<file path="config.mk">
export PLATFORM = sky130hd
export DESIGN_NAME = xfer_merge
export DESIGN_NICKNAME = d
export VERILOG_FILES = /design/src/rtl/xfer_merge_pkg.sv /design/src/rtl/xfer_merge_track.sv /design/src/rtl/xfer_merge_status.sv /design/src/rtl/xfer_merge_data.sv /design/src/rtl/xfer_merge.sv
export SDC_FILE = /design/constraint.sdc
export NUM_CORES = 1
export LEC_CHECK = 0
export ABC_AREA = 1
export BUFFER_PORTS_ARGS = -buffer_cell sky130_fd_sc_hd__buf_2
export CAP_MARGIN = 30
export CORE_MARGIN = 2
export CORE_UTILIZATION = 50
export CTS_CLUSTER_DIAMETER = 30
export DETAILED_ROUTE_END_ITERATION = 12
export PLACE_DENSITY = 0.82
export SKIP_CTS_REPAIR_TIMING = 1
export SYNTH_ARGS = -nofsm -noshare
export SYNTH_HDL_FRONTEND = slang
export SYNTH_SLANG_ARGS = --single-unit
</file>
<file path="constraint.sdc">
create_clock -name clk -period 1.4 [get_ports clk]
set_clock_uncertainty 0.05 [all_clocks]
set_input_delay 0.28 -clock clk [delete_from_list [all_inputs] [get_ports clk]]
set_output_delay 0.28 -clock clk [all_outputs]
set_load 0.02 [all_outputs]
</file>
<file path="src/rtl/xfer_merge_pkg.sv">
package xfer_merge_pkg;

  typedef enum logic {
    PH_IDLE    = 1'b0,
    PH_COLLECT = 1'b1
  } phase_e;

  localparam int unsigned MAX_HALVES = 2;
  localparam int unsigned CNT_W      = $clog2(MAX_HALVES + 1);

  // a half is waited on unless it is a bufferable store half
  function automatic logic half_awaited(input logic is_store, input logic bufferable);
    return !is_store || !bufferable;
  endfunction

  function automatic logic [CNT_W-1:0] awaited_count(input logic is_store,
                                                     input logic split,
                                                     input logic buf0,
                                                     input logic buf1);
    logic [CNT_W-1:0] n;
    n = CNT_W'(half_awaited(is_store, buf0));
    if (split) n = n + CNT_W'(half_awaited(is_store, buf1));
    return n;
  endfunction

  // exclusive okay cannot be claimed once a bufferable store half is involved
  function automatic logic ok_allowed(input logic is_store,
                                      input logic split,
                                      input logic buf0,
                                      input logic buf1);
    return !(is_store && (buf0 || (split && buf1)));
  endfunction

endpackage

</file>
<file path="src/rtl/xfer_merge_track.sv">
module xfer_merge_track
  import xfer_merge_pkg::*;
(
  input  logic             clk,
  input  logic             rst_n,
  input  logic             accept_i,
  input  logic [CNT_W-1:0] need_i,
  input  logic             rsp_valid_i,
  output logic             collect_o,
  output logic             take_o,
  output logic             first_o,
  output logic             last_o
);

  phase_e           phase_q;
  logic [CNT_W-1:0] remain_q;
  logic             got_one_q;

  assign collect_o = (phase_q == PH_COLLECT);
  assign take_o    = rsp_valid_i && collect_o;
  assign first_o   = take_o && !got_one_q;
  assign last_o    = take_o && (remain_q == CNT_W'(1));

  always_ff @(posedge clk or negedge rst_n) begin
    if (!rst_n) begin
      phase_q   <= PH_IDLE;
      remain_q  <= '0;
      got_one_q <= 1'b0;
    end else if (accept_i && (need_i != '0)) begin
      phase_q   <= PH_COLLECT;
      remain_q  <= need_i;
      got_one_q <= 1'b0;
    end else if (take_o) begin
      remain_q  <= remain_q - CNT_W'(1);
      got_one_q <= 1'b1;
      if (last_o) phase_q <= PH_IDLE;
    end
  end

  AST_ACCEPT_THEN_BUSY: assert property (@(posedge clk) disable iff (!rst_n)
    (accept_i && (need_i != '0)) |=> collect_o);
  AST_COLLECT_HAS_WORK: assert property (@(posedge clk) disable iff (!rst_n)
    collect_o |-> (remain_q != '0));

endmodule

</file>
<file path="src/rtl/xfer_merge_status.sv">
module xfer_merge_status (
  input  logic clk,
  input  logic rst_n,
  input  logic accept_i,
  input  logic ok_seed_i,
  input  logic take_i,
  input  logic rsp_err_i,
  input  logic rsp_ok_i,
  output logic fin_err_o,
  output logic fin_ok_o
);

  logic err_acc_q;
  logic ok_acc_q;

  always_ff @(posedge clk or negedge rst_n) begin
    if (!rst_n) begin
      err_acc_q <= 1'b0;
      ok_acc_q  <= 1'b0;
    end else if (accept_i) begin
      err_acc_q <= 1'b0;
      ok_acc_q  <= ok_seed_i;
    end else if (take_i) begin
      err_acc_q <= err_acc_q | rsp_err_i;
      ok_acc_q  <= ok_acc_q & rsp_ok_i;
    end
  end

  // values including the response of the current cycle
  assign fin_err_o = err_acc_q | (take_i & rsp_err_i);
  assign fin_ok_o  = ok_acc_q & (!take_i | rsp_ok_i);

  AST_ERR_STICKY: assert property (@(posedge clk) disable iff (!rst_n)
    (take_i && rsp_err_i && !accept_i) |=> err_acc_q);

endmodule

</file>
<file path="src/rtl/xfer_merge_data.sv">
module xfer_merge_data #(
  parameter int unsigned DATA_W = 32
) (
  input  logic                 clk,
  input  logic                 rst_n,
  input  logic                 first_i,
  input  logic                 split_i,
  input  logic [$clog2(DATA_W/8)-1:0] off_i,
  input  logic [1:0]           size_i,
  input  logic [DATA_W-1:0]    rsp_rdata_i,
  output logic [DATA_W-1:0]    merged_o
);

  localparam int unsigned LANES = DATA_W / 8;
  localparam int unsigned OFF_W = $clog2(LANES);

  logic [DATA_W-1:0] lo_q;
  logic [DATA_W-1:0] lo_word;
  logic [DATA_W-1:0] hi_word;
  logic [DATA_W-1:0] shifted;

  // pair the two words and slide the wanted bytes down to lane zero
  function automatic logic [DATA_W-1:0] slide_pair(input logic [DATA_W-1:0] lo,
                                                   input logic [DATA_W-1:0] hi,
                                                   input logic [OFF_W-1:0]  off);
    logic [2*DATA_W-1:0] pair;
    pair = {hi, lo};
    return DATA_W'(pair >> {off, 3'b000});
  endfunction

  always_ff @(posedge clk or negedge rst_n) begin
    if (!rst_n)       lo_q <= '0;
    else if (first_i) lo_q <= rsp_rdata_i;
  end

  assign lo_word = first_i ? rsp_rdata_i : lo_q;
  assign hi_word = split_i ? rsp_rdata_i : '0;
  assign shifted = slide_pair(lo_word, hi_word, off_i);

  for (genvar b = 0; b < LANES; b++) begin : gen_lane
    localparam logic [OFF_W:0] LANE = (OFF_W+1)'(b);
    logic keep;
    assign keep = ((LANE >> size_i) == '0);
    assign merged_o[b*8 +: 8] = shifted[b*8 +: 8] & {8{keep}};
  end

endmodule

</file>
<file path="src/rtl/xfer_merge.sv">
module xfer_merge
  import xfer_merge_pkg::*;
#(
  parameter int unsigned ADDR_W  = 32,
  parameter int unsigned DATA_W  = 32,
  parameter int unsigned MTYPE_W = 2
) (
  input  logic               clk,
  input  logic               rst_n,
  input  logic               req_valid,
  output logic               req_ready,
  input  logic [ADDR_W-1:0]  req_addr,
  input  logic [1:0]         req_size,
  input  logic               req_store,
  input  logic               req_split,
  input  logic               req_buf0,
  input  logic               req_buf1,
  input  logic [MTYPE_W-1:0] req_mtype,
  input  logic               rsp_valid,
  input  logic [DATA_W-1:0]  rsp_rdata,
  input  logic               rsp_err,
  input  logic               rsp_exokay,
  output logic               out_valid,
  output logic [ADDR_W-1:0]  out_addr,
  output logic [DATA_W-1:0]  out_rdata,
  output logic               out_err,
  output logic               out_exokay,
  output logic [MTYPE_W-1:0] out_mtype
);

  localparam int unsigned OFF_W = $clog2(DATA_W / 8);

  // named events
  logic             accept_evt;
  logic             quiet_evt;
  logic             collect;
  logic             take_evt;
  logic             first_evt;
  logic             final_evt;
  logic [CNT_W-1:0] need;
  logic             ok_seed;
  logic             fin_err;
  logic             fin_ok;
  logic [DATA_W-1:0] merged;

  // held descriptor
  logic [ADDR_W-1:0]  addr_q;
  logic [1:0]         size_q;
  logic               store_q;
  logic               split_q;
  logic [MTYPE_W-1:0] mtype_q;

  assign req_ready  = !collect;
  assign accept_evt = req_valid && req_ready;
  assign need       = awaited_count(req_store, req_split, req_buf0, req_buf1);
  assign ok_seed    = ok_allowed(req_store, req_split, req_buf0, req_buf1);
  assign quiet_evt  = accept_evt && (need == '0);

  always_ff @(posedge clk or negedge rst_n) begin
    if (!rst_n) begin
      addr_q  <= '0;
      size_q  <= '0;
      store_q <= 1'b0;
      split_q <= 1'b0;
      mtype_q <= '0;
    end else if (accept_evt) begin
      addr_q  <= req_addr;
      size_q  <= req_size;
      store_q <= req_store;
      split_q <= req_split;
      mtype_q <= req_mtype;
    end
  end

  xfer_merge_track u_track (
    .clk         (clk),
    .rst_n       (rst_n),
    .accept_i    (accept_evt),
    .need_i      (need),
    .rsp_valid_i (rsp_valid),
    .collect_o   (collect),
    .take_o      (take_evt),
    .first_o     (first_evt),
    .last_o      (final_evt)
  );

  xfer_merge_status u_status (
    .clk       (clk),
    .rst_n     (rst_n),
    .accept_i  (accept_evt),
    .ok_seed_i (ok_seed),
    .take_i    (take_evt),
    .rsp_err_i (rsp_err),
    .rsp_ok_i  (rsp_exokay),
    .fin_err_o (fin_err),
    .fin_ok_o  (fin_ok)
  );

  xfer_merge_data #(.DATA_W(DATA_W)) u_data (
    .clk         (clk),
    .rst_n       (rst_n),
    .first_i     (first_evt),
    .split_i     (split_q),
    .off_i       (addr_q[OFF_W-1:0]),
    .size_i      (size_q),
    .rsp_rdata_i (rsp_rdata),
    .merged_o    (merged)
  );

  always_ff @(posedge clk or negedge rst_n) begin
    if (!rst_n) begin
      out_valid  <= 1'b0;
      out_addr   <= '0;
      out_rdata  <= '0;
      out_err    <= 1'b0;
      out_exokay <= 1'b0;
      out_mtype  <= '0;
    end else begin
      out_valid <= quiet_evt || final_evt;
      if (quiet_evt) begin
        out_addr   <= req_addr;
        out_mtype  <= req_mtype;
        out_rdata  <= '0;
        out_err    <= 1'b0;
        out_exokay <= 1'b0;
      end else if (final_evt) begin
        out_addr   <= addr_q;
        out_mtype  <= mtype_q;
        out_rdata  <= store_q ? '0 : merged;
        out_err    <= fin_err;
        out_exokay <= fin_ok;
      end
    end
  end

  AST_REPORT_AFTER_LAST: assert property (@(posedge clk) disable iff (!rst_n)
    final_evt |=> out_valid);
  AST_QUIET_STORE: assert property (@(posedge clk) disable iff (!rst_n)
    quiet_evt |=> (out_valid && !out_err && !out_exokay));
  AST_STRAY_IGNORED: assert property (@(posedge clk) disable iff (!rst_n)
    (rsp_valid && !collect && !quiet_evt) |=> !out_valid);
  AST_OK_NEEDS_RSP: assert property (@(posedge clk) disable iff (!rst_n)
    (out_valid && out_exokay) |-> $past(rsp_valid && rsp_exokay));
  AST_ADDR_HELD: assert property (@(posedge clk) disable iff (!rst_n)
    (collect && $past(collect)) |-> $stable(addr_q));
  AST_STORE_NO_DATA: assert property (@(posedge clk) disable iff (!rst_n)
    (final_evt && store_q) |=> (out_rdata == '0));

endmodule

</file>
==> flow_summary_export.csv <==
group,metric,value,unit
power,p_sw_share,41.6,%
placed_design,hpwlAfterDp,13.2,mm
placed_design,port_buffers,147,
yosys,synthAdderAreaFrac,0.348,%
clock_network,clock-sinks,145,
yosys,synthSimpleGateAreaFrac,32.8,%
route,drt_first_iter_violations,688,
yosys,yosys.area.top_type_share,50.5,%
yosys,yosysMostFrequentCell,"nand2_1",
yosys,synth-edff-count,0,
worst_setup_path,r2r-end,"out_rdata[12]",
min_path,hold_class,"input port to flip-flop",
yosys,ys_types,32,
timing,fin_crit_sh,113,%
clock_network,cts_buffer_depth,2,
finish,n_antenna_cell,0,
power,peakVddDrop,1.29,mV
placed_design,place_congestion,0.895,
power,power.switching,9450,uW
finish,drive_above_1_share,27.3,%
global_route,grt_pass1_wl,31.0,mm
worst_setup_path,cp-endpoint,"out_rdata[12]",
route,vias,7009,
timing,worst_slew_pin_slew,0.366,ns
worst_setup_path,reg2reg_from,"u_track.collect_o",
clock_network,root_buffer,"clkbuf_16",
finish,area_growth,32.4,%
worst_setup_path,critical_path_class,"flip-flop to flip-flop",
run_status,status,"complete, but fails checks",
floorplanning,start_util,51.5,%
finish,fin_nets,1188,
worst_setup_path,crit_start,"u_track.collect_o",
route,viasPerCell,5.39,
finish,layoutNonFillerInstCount,1300,
placed_design,place_ws,-0.296,ns
route,wl_per_cell,16.1,um
yosys,synth_compound_area_share,6.64,%
power,clockPowerShare,21.3,%
power,p_int,13300,uW
yosys,synth_top_family_by_area,"simple AND/OR/NAND/NOR gates",
worst_setup_path,cp_max_fo,8,
global_route,track_usage,26.5,%
run,drv_cap,0,
clock_network,htreeDepth,4,
yosys,synth_xor_area_share,0,%
timing,grt_setup_unrepaired,"true",
worst_setup_path,rr_worst_depth,9,
power,seq_power_share,31.7,%
global_route,gr-total-overflow,0,
run_status,violations,"setup timing",
finish,seqCellArea,3630,um^2
clock_network,cts_buffers,17,
global_route,grt_max_degree,53,
global_route,grt_pass1_vias,6501,
placed_design,placedCellCount,1259,
floorplanning,die_w,124,um
power,power_density,2390,nW/um^2
timing,max_freq,631,MHz
yosys,yosysWarnings,0,
timing,layout_setup_ws,-0.186,ns
clock_network,clock_latency,0.44,ns
route,drc,0,
floorplanning,rows,43,
yosys,ys_ff_latch,145,
yosys,netlist_top_cells_count,"nand2_1, nand3_1, dfrtp_1",
worst_setup_path,worstPathRequired,1.68,ns
timing,fin_crit,1.59,ns
timing,finalHoldViolations,0,
floorplanning,io_pins,148,
timing,slew_viol_final,0,
floorplanning,die_area,15300,um^2
route,drt_first_pass_iters,5,
worst_setup_path,crit_path_end_kind,"flip-flop",
yosys,synth_area,7180,um^2
finish,nFillCells,1045,
clock_network,clkTransAtPathRegs,0.06,ns
clock_network,cts_tree,"done",
yosys,async_flop_share,100,%
worst_setup_path,cp-start-kind,"flip-flop",
floorplanning,core_area,13900,um^2
yosys,syn_avg_cell_area,7.64,um^2
power,leakagePower,0.00529,uW
timing,setup_violations,67,
yosys,synth.area.mux_share,0,%
yosys,ys_seq_area_share,50.5,%
yosys,syn_inst,940,
route,routed_wl,21.0,mm
global_route,antenna_found_initial,1,
finish,multi_input_area,3160,um^2
yosys,synthTopCellsByArea,"dfrtp_1, nand2_1, nand3_1",
power,power_frac_comb,47.0,%
floorplanning,die_h,124,um
worst_setup_path,crit_arrival,1.86,ns
yosys,synth_ff_type,"dfrtp_1",
timing,slew_headroom,75.6,%
yosys,synth_largest_area_cell,"dfrtp_1",
yosys,postSynthNetCount,1020,
route,ant_nets,0,
worst_setup_path,r2r_slack,-0.19,ns
[cells in the final DEF, fill, tap and decap left out, drive strengths merged, types with 18 or more instances in the layout]
cell type	n
inv	116
nor2	26
clkbuf	22
and2	32
dfrtp	145
a21oi	18
o21ai	58
nand2	318
buf	194
nand3	163
[routing by layer]
layer	vias up	wire length (um)	GRT usage [%]
met5	-	0	0
met4	0	755	11.8
met3	64	1850	8.15
met2	364	10200	42.8
met1	3279	8120	32.7
li1	3302	-	-
[power by group through the flow]
stage	logic (uW)	registers [uW]	clock network (uW)
6_report	10700	7210	4850
4_1_cts	9720	7150	4890
5_1_grt	11700	7410	5090
3_3_place_gp	9340	7150	0
2_1_floorplan	5460	8170	0
3_5_place_dp	9620	7170	0
[area by class of cell]
class	count	area share [%]
repair buffers	199	15.0
clock inverters	12	1.91
inverters	115	4.66
well taps	180	2.37
clock buffers	19	4.66
multi-input cells	630	33.2
flip-flops and latches	145	38.2
[kinds of logic after synthesis]
group	after synthesis
and+or+nand+nor	539
buffers and inverters	165
DFF	145
AOI/OAI and AO/OA	89
adders and majority gates	2
[worst max-delay path: stages (launching register included)]
cell and delay [ns]:
dfrtp_1 0.42, nand2_2 0.12, nor2_4 0.18, buf_12 0.13, clkbuf_16 0.16, nand2_2 0.07, nand3_1 0.09, nand3_1 0.11
nand3_2 0.09, nand2_1 0.05
[stage by stage]
stage	hold WS [ns]	total power, uW	cell area (um^2)	util [%]	setup TNS [ns]
2_1_floorplan	-0.0656	13600	7240	-	-0.709
3_3_place_gp	0.152	16500	8420	60.4	-14.73
3_5_place_dp	0.152	16800	8420	60.4	-17.66
4_1_cts	-0.308	21800	9040	64.9	-3.76
5_1_grt	0.00325	24200	9510	68.2	-11.36
6_report	0.00806	22700	9510	68.2	-7.14
[registers in the layout (all words and copies together) (netlist names), 2 cells and up]
register and cells:
out_mtype 2, u_data.lo_q 32, out_addr 32, mtype_q 2
out_rdata 32, size_q 2, u_track.remain_q 2, addr_q 32
[worst min path at each step]
stage / from / endpoint / slack, ns / cells past startpoint
2_1_floorplan: rst_n / addr_q[0] / -0.07 / 0
3_3_place_gp: rst_n / u_data.lo_q[2] / 0.15 / 1
3_5_place_dp: rst_n / u_data.lo_q[2] / 0.15 / 1
4_1_cts: rst_n / out_rdata[1] / -0.31 / 1
5_1_grt: req_size[0] / size_q[0] / 0.003 / 3
6_report: req_size[0] / size_q[0] / 0.008 / 3
Power figures use the tool's default switching activity.
